## config.mk

```make
export PLATFORM = sky130hd
export DESIGN_NAME = hbd_input_ctrl
export DESIGN_NICKNAME = d
export VERILOG_FILES = /design/src/rtl/hbd_pkg.sv /design/src/rtl/hbd_glitch_filter.sv /design/src/rtl/hbd_on_delay.sv /design/src/rtl/hbd_input_ctrl.sv
export SDC_FILE = /design/constraint.sdc
export NUM_CORES = 1
export LEC_CHECK = 0
export ABC_AREA = 1
export BUFFER_PORTS_ARGS = -buffer_cell sky130_fd_sc_hd__buf_2
export CORE_ASPECT_RATIO = 0.75
export CORE_UTILIZATION = 50
export CTS_BUF_LIST = sky130_fd_sc_hd__clkbuf_4 sky130_fd_sc_hd__clkbuf_8
export CTS_CLUSTER_DIAMETER = 30
export DETAILED_ROUTE_END_ITERATION = 10
export PLACE_DENSITY = 0.71
export SYNTH_ARGS = -nofsm -noshare
export SYNTH_HDL_FRONTEND = slang
export SYNTH_HIERARCHICAL = 1
export SYNTH_SLANG_ARGS = --single-unit
export TNS_END_PERCENT = 5
```

## constraint.sdc

```tcl
create_clock -name clk -period 1 [get_ports clk]
set_input_delay 0.25 -clock clk [delete_from_list [all_inputs] [get_ports clk]]
set_output_delay 0.25 -clock clk [all_outputs]
set_load 0.02 [all_outputs]
```

## src/rtl/hbd_pkg.sv

```systemverilog
package hbd_pkg;

    localparam int NCH   = 2;
    localparam int CH_HI = 0;
    localparam int CH_LO = 1;

    localparam int FILT_CYC_DEF = 10;
    localparam int ON_DLY_DEF   = 5;

    typedef struct packed {
        logic lvl;
        logic rise;
        logic fall;
    } chan_ev_t;

    function automatic chan_ev_t mk_ev(input logic cur, input logic prev);
        chan_ev_t e;
        e.lvl  = cur;
        e.rise = cur & ~prev;
        e.fall = ~cur & prev;
        return e;
    endfunction

    function automatic int cnt_width(input int limit);
        return (limit > 0) ? $clog2(limit + 1) : 1;
    endfunction

endpackage

```

## src/rtl/hbd_glitch_filter.sv

```systemverilog
module hbd_glitch_filter
    import hbd_pkg::*;
#(
    parameter int FILT_CYC = FILT_CYC_DEF
) (
    input  logic clk,
    input  logic rst,
    input  logic raw,
    output logic level_o
);

    localparam int CW = cnt_width(FILT_CYC);
    localparam logic [CW-1:0] LAST = CW'(FILT_CYC - 1);

    logic [CW-1:0] run_cnt;

    always_ff @(posedge clk) begin
        if (rst) begin
            run_cnt <= '0;
            level_o <= 1'b0;
        end else if (raw == level_o) begin
            run_cnt <= '0;
        end else if (run_cnt == LAST) begin
            run_cnt <= '0;
            level_o <= raw;
        end else begin
            run_cnt <= run_cnt + 1'b1;
        end
    end

    // the accepted level was present on the raw input over the last samples
    a_r2_filter_settled: assert property (@(posedge clk) disable iff (rst)
        !$stable(level_o) |-> ($past(raw) == level_o))
        else $error("R2 filter output changed without a settled input");

    generate
        if (FILT_CYC >= 2) begin : g_two_deep
            a_r2_filter_two_deep: assert property (@(posedge clk) disable iff (rst)
                !$stable(level_o) |-> ($past(raw, 2) == level_o))
                else $error("R2 filter accepted a one-cycle level");
        end
    endgenerate

endmodule

```

## src/rtl/hbd_on_delay.sv

```systemverilog
module hbd_on_delay
    import hbd_pkg::*;
#(
    parameter int ON_DLY = ON_DLY_DEF
) (
    input  logic clk,
    input  logic rst,
    input  logic req,
    output logic gate
);

    localparam int CW = cnt_width(ON_DLY);
    localparam logic [CW-1:0] TOP = CW'(ON_DLY);

    logic [CW-1:0] hold_cnt;

    always_ff @(posedge clk) begin
        if (rst) begin
            hold_cnt <= '0;
            gate     <= 1'b0;
        end else if (!req) begin
            hold_cnt <= '0;
            gate     <= 1'b0;
        end else if (hold_cnt == TOP) begin
            gate <= 1'b1;
        end else begin
            hold_cnt <= hold_cnt + 1'b1;
        end
    end

    // turn-off is one register stage
    a_r3_off_fast: assert property (@(posedge clk) disable iff (rst)
        !req |=> !gate)
        else $error("R3 gate stayed on after request dropped");

    generate
        if (ON_DLY >= 1) begin : g_hold_chk
            // turn-on requires the request to have persisted
            a_r3_on_held: assert property (@(posedge clk) disable iff (rst)
                $rose(gate) |-> ($past(req) && $past(req, 2)))
                else $error("R3 gate rose without a held request");
        end
    endgenerate

endmodule

```

## src/rtl/hbd_input_ctrl.sv

```systemverilog
module hbd_input_ctrl
    import hbd_pkg::*;
#(
    parameter int FILT_CYC = FILT_CYC_DEF,
    parameter int ON_DLY   = ON_DLY_DEF
) (
    input  logic clk,
    input  logic rst,
    input  logic hi_cmd,
    input  logic lo_cmd,
    input  logic shut_req,
    input  logic uv_lo,
    input  logic uv_hi,
    output logic hi_gate,
    output logic lo_gate
);

    logic [NCH-1:0] cmd_raw;
    logic [NCH-1:0] filt_lvl;
    logic [NCH-1:0] lvl_q;
    logic [NCH-1:0] sd_lat;
    logic [NCH-1:0] sd_block;
    logic [NCH-1:0] req;
    logic [NCH-1:0] gate;
    chan_ev_t       ev [NCH];
    logic           hs_arm;
    logic           hs_uv;

    assign cmd_raw[CH_HI] = hi_cmd;
    assign cmd_raw[CH_LO] = lo_cmd;
    assign hs_uv          = uv_hi | uv_lo;

    generate
        for (genvar c = 0; c < NCH; c++) begin : g_chan
            hbd_glitch_filter #(.FILT_CYC(FILT_CYC)) u_filt (
                .clk     (clk),
                .rst     (rst),
                .raw     (cmd_raw[c]),
                .level_o (filt_lvl[c])
            );

            hbd_on_delay #(.ON_DLY(ON_DLY)) u_dly (
                .clk  (clk),
                .rst  (rst),
                .req  (req[c]),
                .gate (gate[c])
            );
        end
    endgenerate

    always_comb begin
        for (int c = 0; c < NCH; c++) begin
            ev[c]       = mk_ev(filt_lvl[c], lvl_q[c]);
            sd_block[c] = shut_req | (sd_lat[c] & ~ev[c].rise);
        end
        req[CH_LO] = ev[CH_LO].lvl & ~sd_block[CH_LO] & ~uv_lo;
        req[CH_HI] = ev[CH_HI].lvl & ~sd_block[CH_HI] & ~hs_uv
                   & (hs_arm | ev[CH_HI].rise);
    end

    always_ff @(posedge clk) begin
        if (rst) begin
            lvl_q  <= '0;
            sd_lat <= '0;
            hs_arm <= 1'b0;
        end else begin
            lvl_q <= filt_lvl;
            for (int c = 0; c < NCH; c++) begin
                if (shut_req)
                    sd_lat[c] <= 1'b1;
                else if (ev[c].rise)
                    sd_lat[c] <= 1'b0;
            end
            if (hs_uv)
                hs_arm <= 1'b0;
            else if (ev[CH_HI].rise)
                hs_arm <= 1'b1;
        end
    end

    assign hi_gate = gate[CH_HI];
    assign lo_gate = gate[CH_LO];

    a_r4_shut_off: assert property (@(posedge clk) disable iff (rst)
        shut_req |=> (!hi_gate && !lo_gate))
        else $error("R4 gate on after shutdown");

    a_r5_latch_hold_hi: assert property (@(posedge clk) disable iff (rst)
        (sd_lat[CH_HI] && !ev[CH_HI].rise) |=> !hi_gate)
        else $error("R5 upper gate on while latched");

    a_r5_latch_hold_lo: assert property (@(posedge clk) disable iff (rst)
        (sd_lat[CH_LO] && !ev[CH_LO].rise) |=> !lo_gate)
        else $error("R5 lower gate on while latched");

    a_r6_uvlo_off: assert property (@(posedge clk) disable iff (rst)
        uv_lo |=> (!hi_gate && !lo_gate))
        else $error("R6 gate on during lower-supply undervoltage");

    a_r8_uvhi_off: assert property (@(posedge clk) disable iff (rst)
        uv_hi |=> !hi_gate)
        else $error("R8 upper gate on during floating undervoltage");

    a_r8_no_level_rearm: assert property (@(posedge clk) disable iff (rst)
        (!hs_arm && !ev[CH_HI].rise) |=> !hi_gate)
        else $error("R8 upper gate on without a fresh edge");

endmodule

```

== Word-level counts from Yosys, hierarchy flattened ==
Cells that the tools add are included.
Storage, ports and cells
  bits in registers: 23
  output and inout bits: 2
  word-level logic and storage cells: 60
Operators by class
  add/subtract/negate cells: 4
  eq/ne operators: 6
  mux-type cells: 4
  bitwise logic cells: 25
  reductions and logical operators: 9
Operators by type and width (number)
  inverter 1 bit: 12
  bitwise AND 1 bit: 9
  adder 4 x 1 -> 4 bit, second input constant: 2
  == test 4 bit, second input constant: 2
  adder 3 x 1 -> 3 bit, second input constant: 2
  == test 3 bit, second input constant: 2
  OR reduction 2 bit: 3
  OR reduction 3 bit: 2
  2-to-1 mux 1 bit: 4
  OR 1 bit: 4
  AND reduction 2 bit: 2
  nonzero test 2 bit: 2
  == test 1 bit: 2

== Logic depth before layout (Yosys ltp) ==
  depth after elaboration: 11
  depth in mapped cells: 9

== Hierarchy ==
Netlist, hierarchy kept.
By module, submodules not included
  hbd_glitch_filter: instances 2, cells an instance 30, area an instance 235.2 sq um, seq. area each 100.1 sq um
  hbd_on_delay: instances 2, cells an instance 30, area an instance 210.2 sq um, seq. area each 80.1 sq um
  hbd_input_ctrl: instances 1, cells an instance 32, area an instance 214.0 sq um, seq. area each 100.1 sq um

== Worst setup path after synthesis ==
OpenSTA, ideal clock, no wires.
  kind: reg-to-reg
  from: reg g_chan[0].u_filt.level_o
  to: reg g_chan[0].u_dly.hold_cnt[1]
  data arrival time: 0.906 ns
  setup slack: 0.031 ns
  stages on the path, launching flop included: 9
  period minus slack after synthesis: 0.969 ns
  cell sequence: dfxtp_1 > nand2_1 > nand2_1 > nand2_1 > nor2_2 > inv_1 > nor2_4 > nand2_1 > nor2_1
Between the ends
  longest elaborated chain between the ends: 10
  elaborated cells on any way between the ends: 11
  those cells by class: bitwise (10); reduce/logical (1)
Ends and longest elaborated chain
  start: declaration: line hbd_glitch_filter.sv:9  | output logic level_o
  start signal: assignment: line hbd_glitch_filter.sv:25  | level_o <= raw;
  bitwise AND 1 bit: line hbd_pkg.sv:19  | e.rise = cur & ~prev;
  inverter 1 bit: line hbd_input_ctrl.sv:54  | sd_block[c] = shut_req | (sd_lat[c] & ~ev[c].rise);
  bitwise AND 1 bit: line hbd_input_ctrl.sv:54
  OR 1 bit: line hbd_input_ctrl.sv:54
  inverter 1 bit: line hbd_input_ctrl.sv:57  | req[CH_HI] = ev[CH_HI].lvl & ~sd_block[CH_HI] & ~hs_uv
  bitwise AND 1 bit (2 in a row): line hbd_input_ctrl.sv:57
  bitwise AND 1 bit (*): line hbd_input_ctrl.sv:58  | & (hs_arm | ev[CH_HI].rise);
  net req[0]: line hbd_input_ctrl.sv:23  | logic [NCH-1:0] req;
  inverter 1 bit (no source line) (*)
  OR reduction 2 bit (no source line) (*)
  end signal: assignment: line hbd_on_delay.sv:27  | hold_cnt <= hold_cnt + 1'b1;
  end: declaration: line hbd_on_delay.sv:15  | logic [CW-1:0] hold_cnt;
The timed path passes the listed nets; every way through them passes the cells marked *.
A chain may end at the register's enable or synchronous reset.

== Worst setup path after layout ==
  from: reg lvl_q[0]
  to: reg g_chan[0].u_dly.hold_cnt[2]
Between the ends
  longest elaborated chain between the ends: 11
  elaborated cells on any way between the ends: 12
  those cells by class: bitwise (11); reduce/logical (1)
Ends and longest elaborated chain
  start: declaration: line hbd_input_ctrl.sv:20  | logic [NCH-1:0] lvl_q;
  start signal: assignment: line hbd_input_ctrl.sv:67  | lvl_q <= filt_lvl;
  inverter 1 bit (*): line hbd_pkg.sv:19
  bitwise AND 1 bit (*): line hbd_pkg.sv:19
  inverter 1 bit: line hbd_input_ctrl.sv:54
  bitwise AND 1 bit: line hbd_input_ctrl.sv:54
  OR 1 bit: line hbd_input_ctrl.sv:54
  inverter 1 bit: line hbd_input_ctrl.sv:57
  bitwise AND 1 bit (2 in a row): line hbd_input_ctrl.sv:57
  bitwise AND 1 bit (*): line hbd_input_ctrl.sv:58
  net req[0]: line hbd_input_ctrl.sv:23
  inverter 1 bit (no source line) (*)
  OR reduction 2 bit (no source line) (*)
Marks and branches as above.

==> impl_metrics.ini <==
[power_and_ir_drop]
peakVddDrop_v = 0.0008343
p_total_uw = 1466
p_per_area_nw_per_um2 = 1130
power.leakage_uw = 0.0005854

[grt]
grt.overflow.total = 0
grt_usage_pct = 16.04
antenna_found_initial = 0
grt_pass1_wl_um = 2946
grt_max_degree = 14
grt_pass1_vias = 723

[clock_tree]
worstSkewPairLatency_ns = 0.31
numCtsBuffers = 3
cts_tree = built
cts.sinks = 23
clkTransAtPathRegs_ns = 0.12
root_buffer = clkbuf_4
clock_path_buffers = 2
h-tree-depth = 1

[timing]
setup_violations = 4
rsz0062_at_grt = yes
fmax_ghz = 0.9484
drv_slew = 0
slew_headroom_pct = 78.99
worst_slack_ns = -0.05446
fin_crit_sh_pct = 105.4
fin_worst_skew_ns = 0.002931
tightestPinTransition_ns = 0.3151
finalHoldViolCount = 0
period_minus_slack_ns = 1.054

[run]
maxCapViolCount = 0

[placement]
place_area_um2 = 1197
place_congestion = 0.6792
pre_cts_ws_ns = -0.1045
portBuffers = 8
placedCellCount = 187
dp_hpwl_um = 1255

[logic_synthesis]
syn_inst = 152
netlist_area_um2 = 1105
yosys_warnings = 6
synth_area_per_cell_um2 = 7.268
yosysSeqAreaShare_pct = 41.68
syn_nets = 167
synth-seq-cells = 23
synth_cell_type_count = 15

[worst_setup_path]
cp-end-kind = flop
critPathMaxFanout = 2
start_kind = flop
ff2ff_path_depth = 9
cp.required_ns = 1.26
criticalPathCategory = reg -> reg
worstPathArrival_ns = 1.31

[routing]
drc = 0
vias_per_cell = 4.508
drt_pre_antenna_iters = 4
wl_per_cell_um = 8.560
drt-total-wl_um = 1635
first_iter_violations = 17
antenna_left = 0
num_vias = 861

[die]
row_count = 14
start_util_pct = 53.91
fp.dieW_um = 56.28
core-area_um2 = 2049
io_pins = 9
die_area_um2 = 2404
dieHeight_um = 42.71

[cells_and_area]
antenna_cells = 0
syn_to_final_growth_pct = 17.44
nNetsFinal = 183
fin_area_um2 = 1297
finish.utilization_pct = 63.31
layout-drive-gt1-share_pct = 32.34
fin_cells = 191

[status]
failed_checks = setup timing
status = complete, but fails checks

[hold_path]
hold_depth = 3
min_path_type = in -> reg
-- synth_stat cells, drive strengths merged --
library cell	instances	area share, %
ha	8	9.1
nand2	38	14
nand4	2	1.1
dfxtp	23	42
inv	32	11
and2	1	0.57
nand3	8	5.4
a21oi	4	1.8
nor2	34	14
xnor2	2	1.6
-- critical path: stages (launching register included) --
cell and delay, ns:
dfxtp_1 0.32, inv_1 0.06, nand2_2 0.07, nand2_2 0.08, nand2_2 0.06, nor2_4 0.12
inv_2 0.05, nor2_4 0.10, nand2_1 0.06, nor2_1 0.08
-- layer usage --
metal	vias up	global-route usage, %	part of all wire [%]
met5	-	0	0
met2	9	26.19	47
met1	370	19.81	49
met3	3	6.402	3.5
met4	0	4.390	0.86
li1	479	-	-
-- state kept, by name, indices dropped and copies added (netlist names) --
signal / cells
g_chan.u_filt/run_cnt: 8
g_chan.u_dly/hold_cnt: 6
lvl_q: 2
g_chan.u_filt/level_o: 2
hs_arm: 1
sd_lat: 2
g_chan.u_dly/gate: 2
-- cell families (layout without fill, tap and decap cells) --
kind of cell / count (synthesis) / after routing / share of synthesized area (%)
AND/OR/NAND/NOR: 83 / 83 / 35.00
AO/OA/AOI/OAI: 4 / 4 / 1.812
buffers and inverters: 32 / 47 / 10.87
XOR/XNOR: 2 / 2 / 1.586
flip-flops: 23 / 23 / 41.68
adder cells (fa/ha/maj): 8 / 8 / 9.060
-- cells in the final DEF (no fill, tap or decap), drive strengths merged --
master  netlist  layout
xnor2         2       2
dfxtp        23      23
inv          32      32
a21oi         4       4
nor2         34      34
clkbuf        0       4
ha            8       8
buf           0      11
nand3         8       8
nand4         2       2
nand2        38      38
and2          1       1
-- stage by stage --
step	hold slack, ns	TNS, ns
detailed placement	0.4381	-0.2559
finish	0.1924	-0.1443
global route	0.1790	-0.6545
CTS	0.1860	-0.1631
floorplan	0.3191	0
global placement	0.4361	-0.1869
-- power by group --
part	switching, uW	internal, uW
clock	262	183
sequential	10.8	929
combinational	48.4	32.5
-- cell type report --
cell class,count,area [um^2]
fillers,205,752.0
multi-input cells,97,564.3
flip-flops and latches,23,478.0
inverters,32,120.1
repair buffers,11,75.07
clock buffers,4,30.03
well taps,24,30.03
-- final timing paths --
check | from | end | slack [ns]
worst min-delay path | hi_cmd | g_chan[0].u_filt/level_o | 0.19
worst max-delay path | lvl_q[0] | g_chan[0].u_dly/hold_cnt[2] | -0.05
worst max register to register | lvl_q[0] | g_chan[0].u_dly/hold_cnt[2] | -0.05
worst min register to register | g_chan[0].u_filt/run_cnt[0] | g_chan[0].u_filt/run_cnt[0] | 0.45
-- timing repair --
item                                    CTS  global route
endpoints found under the setup margin   13            20
pin swaps                                 1            10
resized for setup                        12            18
cloned                                    0             0
setup buffers                             0             0
hold buffers                              0             0
(Power assumes the default switching activity.)
